### src/rtl/eepw_pkg.sv
`timescale 1ns/1ps
// Shared types for the page write buffer.
// Assumes: nothing beyond IEEE 1800-2017.
package eepw_pkg;

    // What a STOP taken in the current cycle does
    typedef enum logic [1:0] {
        STOP_NONE    = 2'd0,   // no STOP, busy, or nothing buffered
        STOP_COMMIT  = 2'd1,   // start a program cycle
        STOP_DISCARD = 2'd2    // write protected: drop the buffer
    } stop_act_e;

endpackage

### src/rtl/eepw_addr_ctr.sv
`timescale 1ns/1ps
// Address tracker for the page write buffer.
// Holds the page number and the in-page offset. A set strobe loads both.
// An advance pulse steps only the offset, which wraps at the page size.
// Assumes: PAGE_W >= 1, and the top never asserts set and adv together.
module eepw_addr_ctr #(
    parameter int ADDR_W = 11,
    parameter int OFF_W  = 4,
    localparam int PAGE_W = ADDR_W - OFF_W
) (
    input  logic              clk,
    input  logic              rst_n,
    input  logic              set_i,
    input  logic [ADDR_W-1:0] addr_i,
    input  logic              adv_i,
    output logic [PAGE_W-1:0] page_o,
    output logic [OFF_W-1:0]  off_o
);

    // Load a start address or step the offset, wrapping inside the page
    always_ff @(posedge clk) begin
        if (!rst_n) begin
            page_o <= '0;
            off_o  <= '0;
        end else if (set_i) begin
            page_o <= addr_i[ADDR_W-1:OFF_W];
            off_o  <= addr_i[OFF_W-1:0];
        end else if (adv_i) begin
            off_o  <= off_o + 1'b1;
        end
    end


    off_step_chk: assert property (@(posedge clk) disable iff (!rst_n)
        (adv_i && !set_i) |=> (off_o == OFF_W'($past(off_o) + 1'b1)));


    page_hold_chk: assert property (@(posedge clk) disable iff (!rst_n)
        (adv_i && !set_i) |=> $stable(page_o));

endmodule

### src/rtl/eepw_page_buf.sv
`timescale 1ns/1ps
// Page-sized byte store with a per-byte valid mask.
// A write puts one byte at the given offset and marks that offset valid.
// A clear empties the mask. Byte contents stay in place and are masked off.
// Assumes: PAGE_BYTES is a power of two and OFF_W = log2(PAGE_BYTES).
module eepw_page_buf #(
    parameter int PAGE_BYTES = 16,
    parameter int DATA_W     = 8,
    localparam int OFF_W     = $clog2(PAGE_BYTES)
) (
    input  logic                         clk,
    input  logic                         rst_n,
    input  logic                         wr_i,
    input  logic [OFF_W-1:0]             wr_off_i,
    input  logic [DATA_W-1:0]            wr_data_i,
    input  logic                         clr_i,
    output logic [PAGE_BYTES*DATA_W-1:0] data_o,
    output logic [PAGE_BYTES-1:0]        mask_o
);

    for (genvar i = 0; i < PAGE_BYTES; i++) begin : g_byte
        logic hit;
        assign hit = wr_i && (wr_off_i == OFF_W'(i));

        // Capture the byte addressed by the current offset
        always_ff @(posedge clk) begin
            if (!rst_n)   data_o[i*DATA_W +: DATA_W] <= '0;
            else if (hit) data_o[i*DATA_W +: DATA_W] <= wr_data_i;
        end

        // Track whether this location has been loaded since the last clear
        always_ff @(posedge clk) begin
            if (!rst_n)      mask_o[i] <= 1'b0;
            else if (clr_i)  mask_o[i] <= 1'b0;
            else if (hit)    mask_o[i] <= 1'b1;
        end
    end


    mark_valid_chk: assert property (@(posedge clk) disable iff (!rst_n)
        (wr_i && !clr_i) |=> mask_o[$past(wr_off_i)]);


    byte_store_chk: assert property (@(posedge clk) disable iff (!rst_n)
        wr_i |=> (data_o[$past(wr_off_i)*DATA_W +: DATA_W] == $past(wr_data_i)));

endmodule

### src/rtl/eepw_prog_timer.sv
`timescale 1ns/1ps
// Program-cycle timer. A start pulse taken while idle raises busy
// for PROG_CYCLES clocks. last_o marks the final busy clock.
// Assumes: PROG_CYCLES >= 1. A start pulse while busy is ignored.
module eepw_prog_timer #(
    parameter int PROG_CYCLES = 1000,
    localparam int CNT_W      = $clog2(PROG_CYCLES + 1)
) (
    input  logic clk,
    input  logic rst_n,
    input  logic start_i,
    output logic busy_o,
    output logic last_o
);

    logic [CNT_W-1:0] remain;

    // Count down the clocks left in the program cycle
    always_ff @(posedge clk) begin
        if (!rst_n) begin
            busy_o <= 1'b0;
            remain <= '0;
        end else if (!busy_o) begin
            if (start_i) begin
                busy_o <= 1'b1;
                remain <= CNT_W'(PROG_CYCLES - 1);
            end
        end else if (remain == '0) begin
            busy_o <= 1'b0;
        end else begin
            remain <= remain - 1'b1;
        end
    end

    // Flag the final clock of the program cycle
    always_comb last_o = busy_o && (remain == '0);


    start_busy_chk: assert property (@(posedge clk) disable iff (!rst_n)
        (start_i && !busy_o) |=> busy_o);


    hold_busy_chk: assert property (@(posedge clk) disable iff (!rst_n)
        (busy_o && !last_o) |=> busy_o);


    end_busy_chk: assert property (@(posedge clk) disable iff (!rst_n)
        last_o |=> !busy_o);

endmodule

### src/rtl/eepw_top.sv
`timescale 1ns/1ps
// Page write buffer top. Sits between the protocol engine and the
// storage array. It collects the bytes of a page write and commits them
// when STOP arrives, then runs a timed program cycle with busy high.
// Assumes: strobes are one clock wide, and address and load strobes never
// coincide. PAGE_BYTES is a power of two below 2**ADDR_W.
module eepw_top
    import eepw_pkg::*;
#(
    parameter int ADDR_W      = 11,
    parameter int PAGE_BYTES  = 16,
    parameter int DATA_W      = 8,
    parameter int PROG_CYCLES = 1000,
    localparam int OFF_W      = $clog2(PAGE_BYTES),
    localparam int PAGE_W     = ADDR_W - OFF_W
) (
    input  logic                         clk,
    input  logic                         rst_n,
    input  logic                         addr_set_i,
    input  logic [ADDR_W-1:0]            addr_i,
    input  logic                         load_i,
    input  logic [DATA_W-1:0]            load_data_i,
    input  logic                         stop_i,
    input  logic                         wp_i,
    output logic                         busy_o,
    output logic                         arr_we_o,
    output logic [PAGE_W-1:0]            arr_page_o,
    output logic [PAGE_BYTES*DATA_W-1:0] arr_data_o,
    output logic [PAGE_BYTES-1:0]        arr_mask_o
);

    logic             accept;
    logic             set_addr;
    logic             prog_last;
    logic             buf_clr;
    logic [OFF_W-1:0] cur_off;
    stop_act_e        stop_act;

    // Qualify the strobes: nothing changes during a program cycle
    always_comb begin
        accept   = load_i && !busy_o && !wp_i;
        set_addr = addr_set_i && !busy_o;
    end

    // Decide what a STOP does in this cycle
    always_comb begin
        if (!stop_i || busy_o)    stop_act = STOP_NONE;
        else if (wp_i)            stop_act = STOP_DISCARD;
        else if (|arr_mask_o)     stop_act = STOP_COMMIT;
        else                      stop_act = STOP_NONE;
    end

    // Empty the buffer after a commit or on a protected STOP
    always_comb buf_clr = prog_last || (stop_act == STOP_DISCARD);

    eepw_addr_ctr #(.ADDR_W(ADDR_W), .OFF_W(OFF_W)) u_addr (
        .clk    (clk),
        .rst_n  (rst_n),
        .set_i  (set_addr),
        .addr_i (addr_i),
        .adv_i  (accept),
        .page_o (arr_page_o),
        .off_o  (cur_off)
    );

    eepw_page_buf #(.PAGE_BYTES(PAGE_BYTES), .DATA_W(DATA_W)) u_buf (
        .clk       (clk),
        .rst_n     (rst_n),
        .wr_i      (accept),
        .wr_off_i  (cur_off),
        .wr_data_i (load_data_i),
        .clr_i     (buf_clr),
        .data_o    (arr_data_o),
        .mask_o    (arr_mask_o)
    );

    eepw_prog_timer #(.PROG_CYCLES(PROG_CYCLES)) u_timer (
        .clk     (clk),
        .rst_n   (rst_n),
        .start_i (stop_act == STOP_COMMIT),
        .busy_o  (busy_o),
        .last_o  (prog_last)
    );

    // Commit the page to the array on the last clock of the program cycle
    always_comb arr_we_o = prog_last;


    we_in_prog_chk: assert property (@(posedge clk) disable iff (!rst_n)
        arr_we_o |-> busy_o);


    mask_empty_chk: assert property (@(posedge clk) disable iff (!rst_n)
        arr_we_o |=> (arr_mask_o == '0));


    empty_stop_chk: assert property (@(posedge clk) disable iff (!rst_n)
        (stop_i && !busy_o && (arr_mask_o == '0)) |=> !busy_o);


    wp_stop_chk: assert property (@(posedge clk) disable iff (!rst_n)
        (stop_i && wp_i && !busy_o) |=> (!busy_o && (arr_mask_o == '0)));


    frozen_buf_chk: assert property (@(posedge clk) disable iff (!rst_n)
        (busy_o && !arr_we_o) |=> ($stable(arr_mask_o) && $stable(arr_data_o) && $stable(arr_page_o)));

endmodule

### config.mk
export PLATFORM = sky130hd
export DESIGN_NAME = eepw_top
export DESIGN_NICKNAME = d
export VERILOG_FILES = /design/src/rtl/eepw_pkg.sv /design/src/rtl/eepw_addr_ctr.sv /design/src/rtl/eepw_page_buf.sv /design/src/rtl/eepw_prog_timer.sv /design/src/rtl/eepw_top.sv
export SDC_FILE = /design/constraint.sdc
export NUM_CORES = 1
export LEC_CHECK = 0
export ABC_AREA = 1
export BUFFER_PORTS_ARGS = -buffer_cell sky130_fd_sc_hd__buf_4
export CORE_MARGIN = 2
export CORE_UTILIZATION = 41
export DETAILED_ROUTE_END_ITERATION = 12
export GPL_TIMING_DRIVEN = 0
export MAX_ROUTING_LAYER = met4
export PLACE_DENSITY = 0.67
export SLEW_MARGIN = 10
export SYNTH_ARGS = -nofsm -noshare
export SYNTH_HDL_FRONTEND = slang
export SYNTH_SLANG_ARGS = --single-unit
### constraint.sdc
create_clock -name clk -period 3.6 [get_ports clk]
set_input_delay 0.54 -clock clk [delete_from_list [all_inputs] [get_ports clk]]
set_output_delay 0.54 -clock clk [all_outputs]
set_load 0.005 [all_outputs]
# --- After elaboration in Yosys (flattened, before gate mapping) ---
# Index checks and enable logic that the tools add are counted.
classes:
  n_mul: 0
  n_reduce_logical: 32
  shift: 0
  div: 0
  bitwise_logic: 1
  eq_ne: 18
  n_lt_le_gt_ge: 0
  addsub: 2
  muxes: 11
op_table:
  columns: ["op", "count"]
  rows:
  - ["== test 4 bit (second input constant)", 8]
  - ["2-to-1 mux 10 bit", 3]
  - ["logical AND 1 bit", 20]
  - ["== test 4 x 3 -> 1 bit (second input constant)", 4]
  - ["OR reduction 16 bit", 1]
  - ["zero test 10 bit", 1]
  - ["subtractor 10 x 1 -> 10 bit (second input constant)", 1]
  - ["== test 4 x 2 -> 1 bit (second input constant)", 2]
  - ["2-to-1 mux 4 bit", 2]
  - ["adder 4 x 1 -> 4 bit (second input constant)", 1]
  - ["== test 4 x 1 -> 1 bit (second input constant)", 1]
  - ["zero test 4 bit", 1]
  - ["2-to-1 mux 1 bit", 4]
  - ["2-to-1 mux 2 bit", 2]
  - ["nonzero test 2 bit", 2]
  - ["zero test 1 bit", 3]
  - ["== test 2 x 1 -> 1 bit (second input constant)", 1]
  - ["== test 2 bit (second input constant)", 1]
  - ["logical OR 1 bit", 2]
  - ["inequality test 2 bit (second input constant)", 1]
  - ["AND reduction 2 bit", 1]
  - ["OR reduction 2 bit", 1]
  - ["NOT 1 bit", 1]
word_totals:
  in_bits: 25
  ff_bits: 166
  mem_count: 0
  out_inout_bits: 153
  latch_bits: 0
  mem_bits_rw: 0
  mem_bits_ro: 0
  wordCells: 100

# --- Depth between registers and ports, before layout ---
# Gate-level depths: netlist of run 1.
depth:
  depth_word: 7
  mapped_depth: 10
  depth_no_buf: 9

# --- Hierarchy ---
# Synthesis of run 1 repeated with hierarchy kept, for this count alone.
hier_totals:
  cells_unflattened: 988
  area_unflattened_um2: 6899.1
by_module_without_submodules:
  columns: ["mod", "cells_per_inst", "seq_area_each_um2", "area_per_inst_um2", "instances"]
  rows:
  - ["eepw_page_buf", 791, 2882.8, 5635.4, 1]
  - ["eepw_prog_timer", 109, 220.2, 690.7, 1]
  - ["eepw_addr_ctr", 66, 220.2, 480.5, 1]
  - ["eepw_top", 22, 0.0, 92.6, 1]

# --- Worst setup path after synthesis of run 1 ---
# Ideal clock, no wire load.
synth_path:
  kind: "register -> output"
  start: "register u_timer.remain[0]"
  end: "output arr_we_o"
  stages_incl_launch_ff: 7
  path_slack_ns: 2.149
  required_ns: 3.060
  t_arrival_ns: 0.911
  n_path_buf: 0
  path_cell_list: "dfxtp_1 inv_1 ha_1 nand2_1 nor2_1 nand4_1 inv_1"
synth_via:
  elab_chain_len: 2
synth_rtl:
  columns: ["element", "line", "text"]
  rows:
  - ["start: declaration", "eepw_prog_timer.sv:16", "logic [CNT_W-1:0] remain;"]
  - ["start signal: assignment", "eepw_prog_timer.sv:26", "remain <= CNT_W'(PROG_CYCLES - 1);"]
  - ["start signal: assignment", "eepw_prog_timer.sv:31", "remain <= remain - 1'b1;"]
  - ["zero test 10 bit", "eepw_prog_timer.sv:36", "always_comb last_o = busy_o && (remain == '0);"]
  - ["logical AND 1 bit", "eepw_prog_timer.sv:36", null]
  - ["end: declaration", "eepw_top.sv:26", "output logic arr_we_o,"]
# No other way between the ends.

# --- Final worst setup path of run 1 ---
# Same ends and word-level chain as after synthesis.

==> results of run 1 <==
-- worst max-delay path, cell delays in order, from the launching register on --
cell,delay [ns]
dfxtp_1,0.31
inv_1,0.11
ha_1,0.16
nand2_1,0.05
nor2_1,0.16
nand4_1,0.14
inv_1,0.09
buf_4,0.10
-- through the flow --
step	utilization, %	power, W	cells	hold WS (ns)	area, µm²
2_1_floorplan	-	0.00212	830	0.468	6320
3_3_place_gp	51.7	0.00225	1187	0.480	7830
3_5_place_dp	51.7	0.00225	1187	0.493	7830
4_1_cts	55.8	0.00421	1218	0.323	8460
5_1_grt	55.8	0.00433	1218	0.320	8460
6_report	55.8	0.00420	1218	0.334	8460
-- cells by family (layout without fill, tap and decap cells) --
logic type | Yosys count | after routing
simple gates | 422 | 422
flops | 166 | 166
compound gates | 156 | 156
buf+inv | 77 | 277
fa+ha+maj | 6 | 6
xor+xnor | 3 | 3
-- worst max-delay path by stage --
stage                                  from                to  slack, ns
after floorplan           u_timer.remain[0]          arr_we_o       2.15
after global placement       load_data_i[2]  u_buf.data_o[90]       1.78
after detailed placement     load_data_i[3]  u_buf.data_o[75]       1.78
after CTS                 u_timer.remain[0]          arr_we_o       1.50
after global routing      u_timer.remain[0]          arr_we_o       1.40
final                     u_timer.remain[0]          arr_we_o       1.52
-- power by group through the flow --
stage                     logic, W  registers, W  clock network (W)
after floorplan           0.000182       0.00194                  0
after global placement    0.000310       0.00194                  0
after detailed placement  0.000312       0.00194                  0
after CTS                 0.000314       0.00190            0.00199
after global routing      0.000344       0.00191            0.00208
final                     0.000313       0.00190            0.00198
-- layout by cell type, fill, tap and decap left out, drive strengths merged --
cell type	instances
nor3	1
buf	186
nand4	1
bufinv	4
clkinvlp	2
nand3	25
nand2	43
clkinv	2
clkbuf	40
ha	6
o21ai	142
a31oi	1
dfxtp	166
nor2	351
or2	1
a21oi	12
o21bai	1
xor2	3
inv	43
-- flip-flops by register name, indices dropped and copies added, names as in the netlist --
signal,flops
u_buf.data_o,128
u_addr.off_o,4
u_buf.mask_o,16
u_addr.page_o,7
u_timer.busy_o,1
u_timer.remain,10
-- layer usage --
layer / vias to the layer above / share of wire [%] / track usage, %
met2: 188 / 47 / 37.4
met1: 2806 / 44 / 30.6
li1: 3011 / - / -
met4: 0 / 1.3 / 6.40
met3: 18 / 7.9 / 7.76
met5: - / 0 / -
-- cell type report --
class / count / share of cell area, %
repair buffers: 169 / 15.0
flip-flops and latches: 166 / 39.3
multi-input cells: 587 / 31.8
well taps: 188 / 2.78
inverters: 39 / 1.73
clock buffers: 19 / 5.24
plain buffers: 38 / 1.89
clock inverters: 12 / 2.25
==> results.md, run 1 <==
- Outcome: finished clean
- Hold wc startpoint: addr_i[10]
- IO Count: 178
- Vias/cell: 4.94
- Pre-CTS setup slack: 1.78 ns
- Leak: 4.06 nW
- TritonCTS clock tree: yes
- Clock Power Share: 47.2%
- Ys async rst share: 0%
- Layout cells sized above 1: about a quarter
- Switching share of total power: about a quarter
- Slew Limit Headroom: 48.5%
- Cell taking the most area after synthesis: dfxtp_1
- Syn Nets: ~860
- Clock sinks: 166
- FILL cells: 1,431
- Post_cts resized: 0
- Cells after synthesis: between 800 and 900
- Synthesized area: roughly 6300 µm²
- Core Rows: 45
- Compound-Gate Fraction of Synth Area: 12.4%
- Worst Path Arrival: between 1.5 and 2 ns
- Synth Area in XOR/XNOR: 0.416%
- Final WL: between 15,000 and 20,000 µm
- Max Root-Sink Buffers: 2
- FF+latch count, synth: approximately 170
- DIE WIDTH: roughly 130 µm
- CTS H-tree depth: 4
- Flop pwr share: around 45%
- Peak supply drop: around 0.33 mV
- Die H: roughly 130 µm
- HPWL after DPL: about 13,000 µm
- GP Congestion: roughly 0.81
- GRT Resource Usage Total: between 20% and 30%
- Ys flop type: dfxtp_1
- Initial core utilization: 41.7%
- Worst hold path class: primary input to register
- Post-synthesis mux area share: 0%
- Hold EP: u_addr.page_o[6]
- R2R cell count: 8
- Iteration-0 DRC Markers: approximately 520
- Syn Area/Cell: around 7.6 µm²
- Worst-margin pin slew: around 0.77 ns
- Pwr dens: 496 nW/µm²
- WL/cell: approximately 16 µm
- Internal cell power: about 0.0032 W
- Crit Reg-Reg Endpoint: u_buf.mask_o[5]
- Clock Skew: 0.0124 ns
- Yosys warnings: 0
- R2R Setup Slk: approximately 2.0 ns
- Nets: roughly 1,000
- Min Tclk post-route: 2.08 ns
- Grt total ovfl: 0
- Post-synth EDFFs: 0
- Simple-Gate Fraction of Synth Area: 28.6%
- Top cells by area, synth: dfxtp_1 53%, nor2_1 20%, o21ai_0 11%, nor2_4 2.9%, nand2_1 2.1%
- Most common cell in the netlist: nor2_1
- Adder-cell share of the synthesized area: 1.19%
- F_max: 0.481 GHz
- Seq. cell area: 3320 µm²
- # Post-CTS Setup Buffers: 0
- First-pass GRT wire length: ~30,000 µm
- Synth top area share: between 50% and 60%
- Hold buffers post-CTS: 0
- Final Hold Fails: 0
- Startpoint Class: register
- Worst-Skew Late Latency: roughly 0.43 ns
- Die area: ~16,000 µm²
- Detailed Routing Iterations Pass 1: 5
- Hold Path Stages: 3
- Final worst setup slack: 1.52 ns
- Switching pwr: 0.00102 W
- DR DRC count: 0
- Root buf cell: clkbuf_16
- Initial antenna violation count: 0
- FF-to-FF Start: u_timer.remain[0]
- Sequential cell area fraction in the yosys report: 52.6%
- Critical Path Sink Type: output pin
- Clock transition at the registers of the reported paths: 0.06 ns
- Area occupied by multi-input gates: between 2000 and 3000 µm²
- Slew Viols, Final: 0
- Synth cell count leaders: 333 x nor2_1, 166 x dfxtp_1, 141 x o21ai_0
- Largest family of logic cells by synthesized area: simple AND/OR/NAND/NOR gates
- Vias in the first global route: between 5,000 and 6,000
- Diode count: 0
- Num CTS Buffers: 17
- CP Class: register to output pin
- Crit path max fanout: 4
- Area growth syn-to-layout: 33.8%
- Final setup vio count: 0
- Input/output buffers: 169
- Largest net degree at the start of global routing: 17
- Combinational power share: 7.5%
- Routed Antenna Nets: 0
- Setup TNS: 0 ns
- Core area: about 15,000 µm²
- Final Cycle Share: around 58%
- RSZ-0062 raised after global routing: no
- Via count: 6,023
- WP data required: roughly 3.1 ns
- Maxcap violations: 0
- Synth cell types: 27
(Power assumes the default switching activity.)
==> run 2, diff against run 1 <==
--- a/config.mk
+++ b/config.mk
@@ -12,7 +12,7 @@
 export DETAILED_ROUTE_END_ITERATION = 12
 export GPL_TIMING_DRIVEN = 0
 export MAX_ROUTING_LAYER = met4
-export PLACE_DENSITY = 0.67
+export PLACE_DENSITY = 0.7
 export SLEW_MARGIN = 10
 export SYNTH_ARGS = -nofsm -noshare
 export SYNTH_HDL_FRONTEND = slang
==> constraint.sdc (replaced) <==
create_clock -name clk -period 1.7 [get_ports clk]
set_input_delay 0.255 -clock clk [delete_from_list [all_inputs] [get_ports clk]]
set_output_delay 0.255 -clock clk [all_outputs]
set_load 0.005 [all_outputs]
==> results.md, run 2 (synthesis gave the netlist of run 1 again) <==
- Outcome: finished clean
- Layout cells sized above 1: 26.4%
- TritonCTS clock tree: yes
- Startpoint Class: register
- RSZ-0062 raised after global routing: yes
- DR DRC count: 0
- F_max: 0.590 GHz
- Iteration-0 DRC Markers: between 400 and 500
- Crit path max fanout: 10
- Fin util: around 56%
- Hold Path Stages: 3
- WP data required: 1.44 ns
- Largest net degree at the start of global routing: 17
- Pwr dens: a little over 1000 nW/µm²
- R2R cell count: 10
- First-pass GRT wire length: slightly below 30,000 µm
- Final worst setup slack: roughly 0.004 ns
- Slew Limit Headroom: 50.5%
- Leading cell type in the layout, fill and taps excluded: nor2_1
- DIE WIDTH: approximately 130 µm
- Num CTS Buffers: 17
- Worst hold path class: primary input to register
- Die area: 16,400 µm²
- GP Congestion: 0.818
- Diode count: 0
- Nets: roughly 1,100
- Crit Reg-Reg Endpoint: u_timer.remain[4]
- Grt total ovfl: 0
- Vias in the first global route: 5,571
- Core Rows: 45
- Via count: slightly above 6,000
- Non-filler cells, final: between 1,000 and 1,500
- Input/output buffers: between 150 and 200
- Highest-count cells in the layout ignoring fill and taps: 332 x nor2_1, 182 x buf_4, 163 x dfxtp_1
- Final Cycle Share: 99.8%
- Initial antenna violation count: 0
- GRT Resource Usage Total: between 20 and 25%
- WL/cell: roughly 16 µm
- CP Class: register to output pin
- Initial core utilization: 41.7%
- Root buf cell: clkbuf_16
- DP Cell Count: approximately 1,200
- CTS H-tree depth: 4
- Core area: between 15,000 and 20,000 µm²
- HPWL after DPL: between 10,000 and 15,000 µm
- Critical Path Sink Type: output pin
- Final Hold Fails: 0
- Vias/cell: just under 5
- Design area: approximately 8600 µm²
- IO Count: between 150 and 200
- Routed Antenna Nets: 0
- FF-to-FF Start: u_timer.remain[0]
- Worst Path Arrival: about 1.4 ns
- R2R Setup Slk: between 0.1 and 0.15 ns
- CP max-delay cell: dfxtp_1
- Worst-Skew Late Latency: approximately 0.43 ns
- Hold EP: u_addr.page_o[5]
- Clock Skew: 0.00913 ns
- Clock sinks: approximately 170
- Die H: about 130 µm
- Worst-margin pin slew: 0.742 ns
- Leak: 4.11 nW
- Crit-path cells: buf_2 -> nand4_1 -> inv_1 -> buf_4
- Detailed Routing Iterations Pass 1: 5
- Min Tclk post-route: 1.70 ns
- Area growth syn-to-layout: 35.3%
- Largest regs: u_buf.data_o: 128 flops, u_buf.mask_o: 16 flops, u_timer.remain: 10 flops
- Largest stage delay on the critical path: ~0.37 ns
- Clock transition at the registers of the reported paths: roughly 0.070 ns
- Hold buffers post-CTS: 0
- Most flop-heavy register: u_buf.data_o
- Hold wc startpoint: addr_i[9]
- Slew Viols, Final: 0
- Maxcap violations: 0
- Peak supply drop: approximately 0.76 mV
- Number of flip-flops in the largest register: ~130
- Pre-CTS setup slack: around 0.034 ns
- Area of placed instances: just under 8000 µm²
- Max Root-Sink Buffers: 2
- Final WL: ~19,000 µm
- Final setup vio count: 0
run 2: cell types whose count changed in the layout (fill, tap and decap cells not counted), moves of 2 or more:
cell,delta
buf_4,+12
inv_1,-5
inv_2,+5
clkinv_4,+3
dfxtp_1,-3
dfxtp_2,+3
bufinv_16,-2
nor2_4,+2
run 2: routing by layer:
layer | GRT usage [%] | vias to the layer above | part of all wire (%)
li1 | - | 3047 | -
met1 | 29.5 | 2813 | 43
met2 | 37.7 | 184 | 47
met3 | 7.97 | 30 | 7.6
met4 | 8.66 | 0 | 2.1
met5 | - | - | 0
run 2: critical path: cells and delay by family, from the launching register on:
family | cells | cell delay, ns
simple gates | 1 | 0.20
buf+inv | 3 | 0.44
flops | 1 | 0.37
run 2: per-stage QoR:
step                hold slack [ns]  setup TNS, ns  total power (W)
floorplan                     0.390              0          0.00449
global placement              0.479              0          0.00476
detailed placement            0.488              0          0.00477
CTS                          0.0370        -0.0125          0.00869
global route                 0.0395        -0.0687          0.00897
finish                       0.0490              0          0.00867
run 2: layout make-up:
cell class              count  area, µm²
fillers                  1394       6590
flip-flops and latches    166       3330
multi-input cells         587       2720
repair buffers            181       1360
clock buffers              19        433
well taps                 188        235
clock inverters            13        168
plain buffers              38        160
inverters                  39        146
run 2: report_power, final:
| part | switching [W] | total [W] | leakage, nW | internal (W) |
|---|---|---|---|---|
| clock network | 0.00172 | 0.00394 | 0.289 | 0.00222 |
| registers | 0.0000562 | 0.00403 | 1.34 | 0.00397 |
| logic | 0.000439 | 0.000703 | 2.48 | 0.000264 |
run 2: how the worst max path moves through the flow:
stage | from | endpoint | slack (ns) | depth (start not counted)
floorplan | u_timer.remain[0] | u_buf.mask_o[15] | 0.35 | 8
global placement | u_timer.remain[0] | u_buf.mask_o[0] | 0.06 | 8
detailed placement | u_timer.remain[0] | u_buf.mask_o[15] | 0.03 | 8
CTS | u_timer.remain[1] | arr_we_o | -0.01 | 7
global route | u_timer.busy_o | arr_we_o | -0.07 | 4
finish | u_timer.busy_o | arr_we_o | 0.004 | 4
run 2: what timing repair did:
item	CTS	global route
pin swaps	5	3
resized for setup	9	6
setup buffers	5	7
setup endpoints to repair	11	15
==> run 3, diff against run 2 <==
--- a/config.mk
+++ b/config.mk
@@ -12,7 +12,7 @@
 export DETAILED_ROUTE_END_ITERATION = 12
 export GPL_TIMING_DRIVEN = 0
 export MAX_ROUTING_LAYER = met4
-export PLACE_DENSITY = 0.7
+export PLACE_DENSITY = 0.68
 export SLEW_MARGIN = 10
 export SYNTH_ARGS = -nofsm -noshare
 export SYNTH_HDL_FRONTEND = slang
==> results.md, run 3 (synthesis gave the netlist of run 1 again) <==
- Area growth syn-to-layout: 34.7%
- Input/output buffers: 169
- Switching share of total power: roughly 27%
- Die area: 16,400 µm²
- Crit path max fanout: 2
- Post-Route M1 WL: 8470 µm
- Slew Limit Headroom: between 40% and 50%
- R2R Setup Slk: between 0.1 and 0.15 ns
- Switching pwr: roughly 0.0023 W
- WL/cell: ~16 µm
- Num CTS Buffers: 17
- Crit-path cells: inv_2 -> ha_4 -> nand2_4 -> nor2_4 -> nand4_1 -> inv_1 -> buf_6
- Clock sinks: approximately 170
- Critical Path Sink Type: output pin
- Diode count: 0
- WP data required: 1.44 ns
- Vias in the first global route: about 5,400
- Largest regs: u_buf.data_o: 128 flops, u_buf.mask_o: 16 flops, u_timer.remain: 10 flops
- Leak: ~4 nW
- Final WL: about 19,000 µm
- GP Congestion: 0.839
- Worst-Skew Late Latency: ~0.44 ns
- F_max: just under 0.6 GHz
- Worst Path Arrival: between 1 and 1.5 ns
- Flop pwr share: between 40% and 50%
- Fin util: approximately 56%
- Nets: between 1,000 and 1,500
- Routed Antenna Nets: 0
- Iteration-0 DRC Markers: 430
- Design area: about 8500 µm²
- Met3 routed WL: 1310 µm
- Hold Path Stages: 3
- Largest stage delay on the critical path: 0.32 ns
- Worst hold path class: primary input to register
- Worst-margin pin slew: 0.799 ns
- Startpoint Class: register
- Internal cell power: roughly 0.0063 W
- Final Cycle Share: approximately 99%
- Metal2 WL: between 9000 and 10,000 µm
- HPWL after DPL: ~13,000 µm
- Area of placed instances: just under 8000 µm²
- Peak supply drop: approximately 0.7 mV
- DR DRC count: 0
- Min Hold Slack: 0.0390 ns
- TritonCTS clock tree: yes
- CTS H-tree depth: 4
- Core area: about 15,000 µm²
- Initial antenna violation count: 0
- CP Class: register to output pin
- Largest net degree at the start of global routing: 19
- Max Root-Sink Buffers: 2
- IO Count: around 180
- Clock Skew: about 0.011 ns
- Worst path depth: 7
- Die H: between 100 and 150 µm
- Root buf cell: clkbuf_16
- Min Tclk post-route: 1.69 ns
- Top delay family on crit path: flip-flops
- GRT Resource Usage Total: approximately a quarter
- Leading cell type in the layout, fill and taps excluded: nor2_1
- Hold buffers post-CTS: 0
- Detailed Routing Iterations Pass 1: 5
- Crit path buffers/inverters: 3
- RSZ-0062 raised after global routing: yes
- Initial core utilization: 41.7%
- DIE WIDTH: about 130 µm
- Grt total ovfl: 0
- Vias/cell: ~4.8
- Most flop-heavy register: u_buf.data_o
- Outcome: finished clean
- Final Hold Fails: 0
- Final setup vio count: 0
- Clock Power Share: 45.4%
- Core Rows: 45
- Slew Viols, Final: 0
- Via count: around 6,000
- Pwr dens: between 1000 and 1500 nW/µm²
- Layout cells sized above 1: between 20% and 30%
- Number of flip-flops in the largest register: around 130
- First-pass GRT wire length: around 30,000 µm
- R2R cell count: 8
- Combinational power share: a little over 8%
- Clock transition at the registers of the reported paths: roughly 0.070 ns
- Max layer used: met4
- Total power draw: 0.00867 W
- Maxcap violations: 0
- CP max-delay cell: dfxtp_2
- Highest-count cells in the layout ignoring fill and taps: 332 x nor2_1, 175 x buf_4, 164 x dfxtp_1
-- run 3: cell type report --
cell class	instances	area [µm²]
Buffer	38	160
Clock buffer	17	425
Clock inverter	15	176
Fill cell	1429	6630
Inverter	39	146
Multi-Input combinational cell	587	2730
Sequential cell	166	3330
Tap cell	188	235
Timing Repair Buffer	175	1320
-- run 3: power groups by stage --
stage                     clock, W  combinational, W  sequential, W
after floorplan                  0          0.000385        0.00411
after global placement           0          0.000651        0.00411
after detailed placement         0          0.000659        0.00411
after CTS                  0.00397          0.000678        0.00402
after global routing       0.00416          0.000776        0.00403
final                      0.00394          0.000706        0.00403
-- run 3: final timing paths --
path	to	from
min reg2reg	u_buf.mask_o[12]	u_buf.mask_o[12]
min	u_addr.page_o[2]	addr_i[6]
max reg2reg	u_buf.data_o[57]	u_timer.busy_o
max	arr_we_o	u_timer.remain[0]
-- run 3: what timing repair did --
| item | CTS | global route |
|---|---|---|
| resized for setup | 10 | 4 |
| pin swaps | 4 | 4 |
| setup buffers | 3 | 3 |
| cloned | 0 | 0 |
| setup endpoints to repair | 1 | 11 |
-- run 3: routing by layer --
metal / vias to the layer above / global-route usage [%]
met5: - / -
met4: 0 / 7.50
met3: 23 / 6.68
met2: 180 / 37.7
met1: 2700 / 29.4
li1: 3034 / -
-- run 3: per-stage QoR --
stage | std cells | worst slack, ns | setup TNS (ns)
6_report | 1225 | 0.0107 | 0
5_1_grt | 1225 | -0.0537 | -0.0537
4_1_cts | 1222 | -0.00268 | -0.00268
3_5_place_dp | 1187 | 0.0222 | 0
3_3_place_gp | 1187 | 0.0473 | 0
2_1_floorplan | 830 | 0.347 | 0
-- run 3: worst reg2reg max path, cell delays in order (launching register included) --
cell and delay, ns:
dfxtp_1 0.33, inv_2 0.10, nand2_2 0.09, nor2_8 0.21, nand2_4 0.16, nor2_4 0.25, inv_2 0.14, nor2_1 0.12
nor2_1 0.06
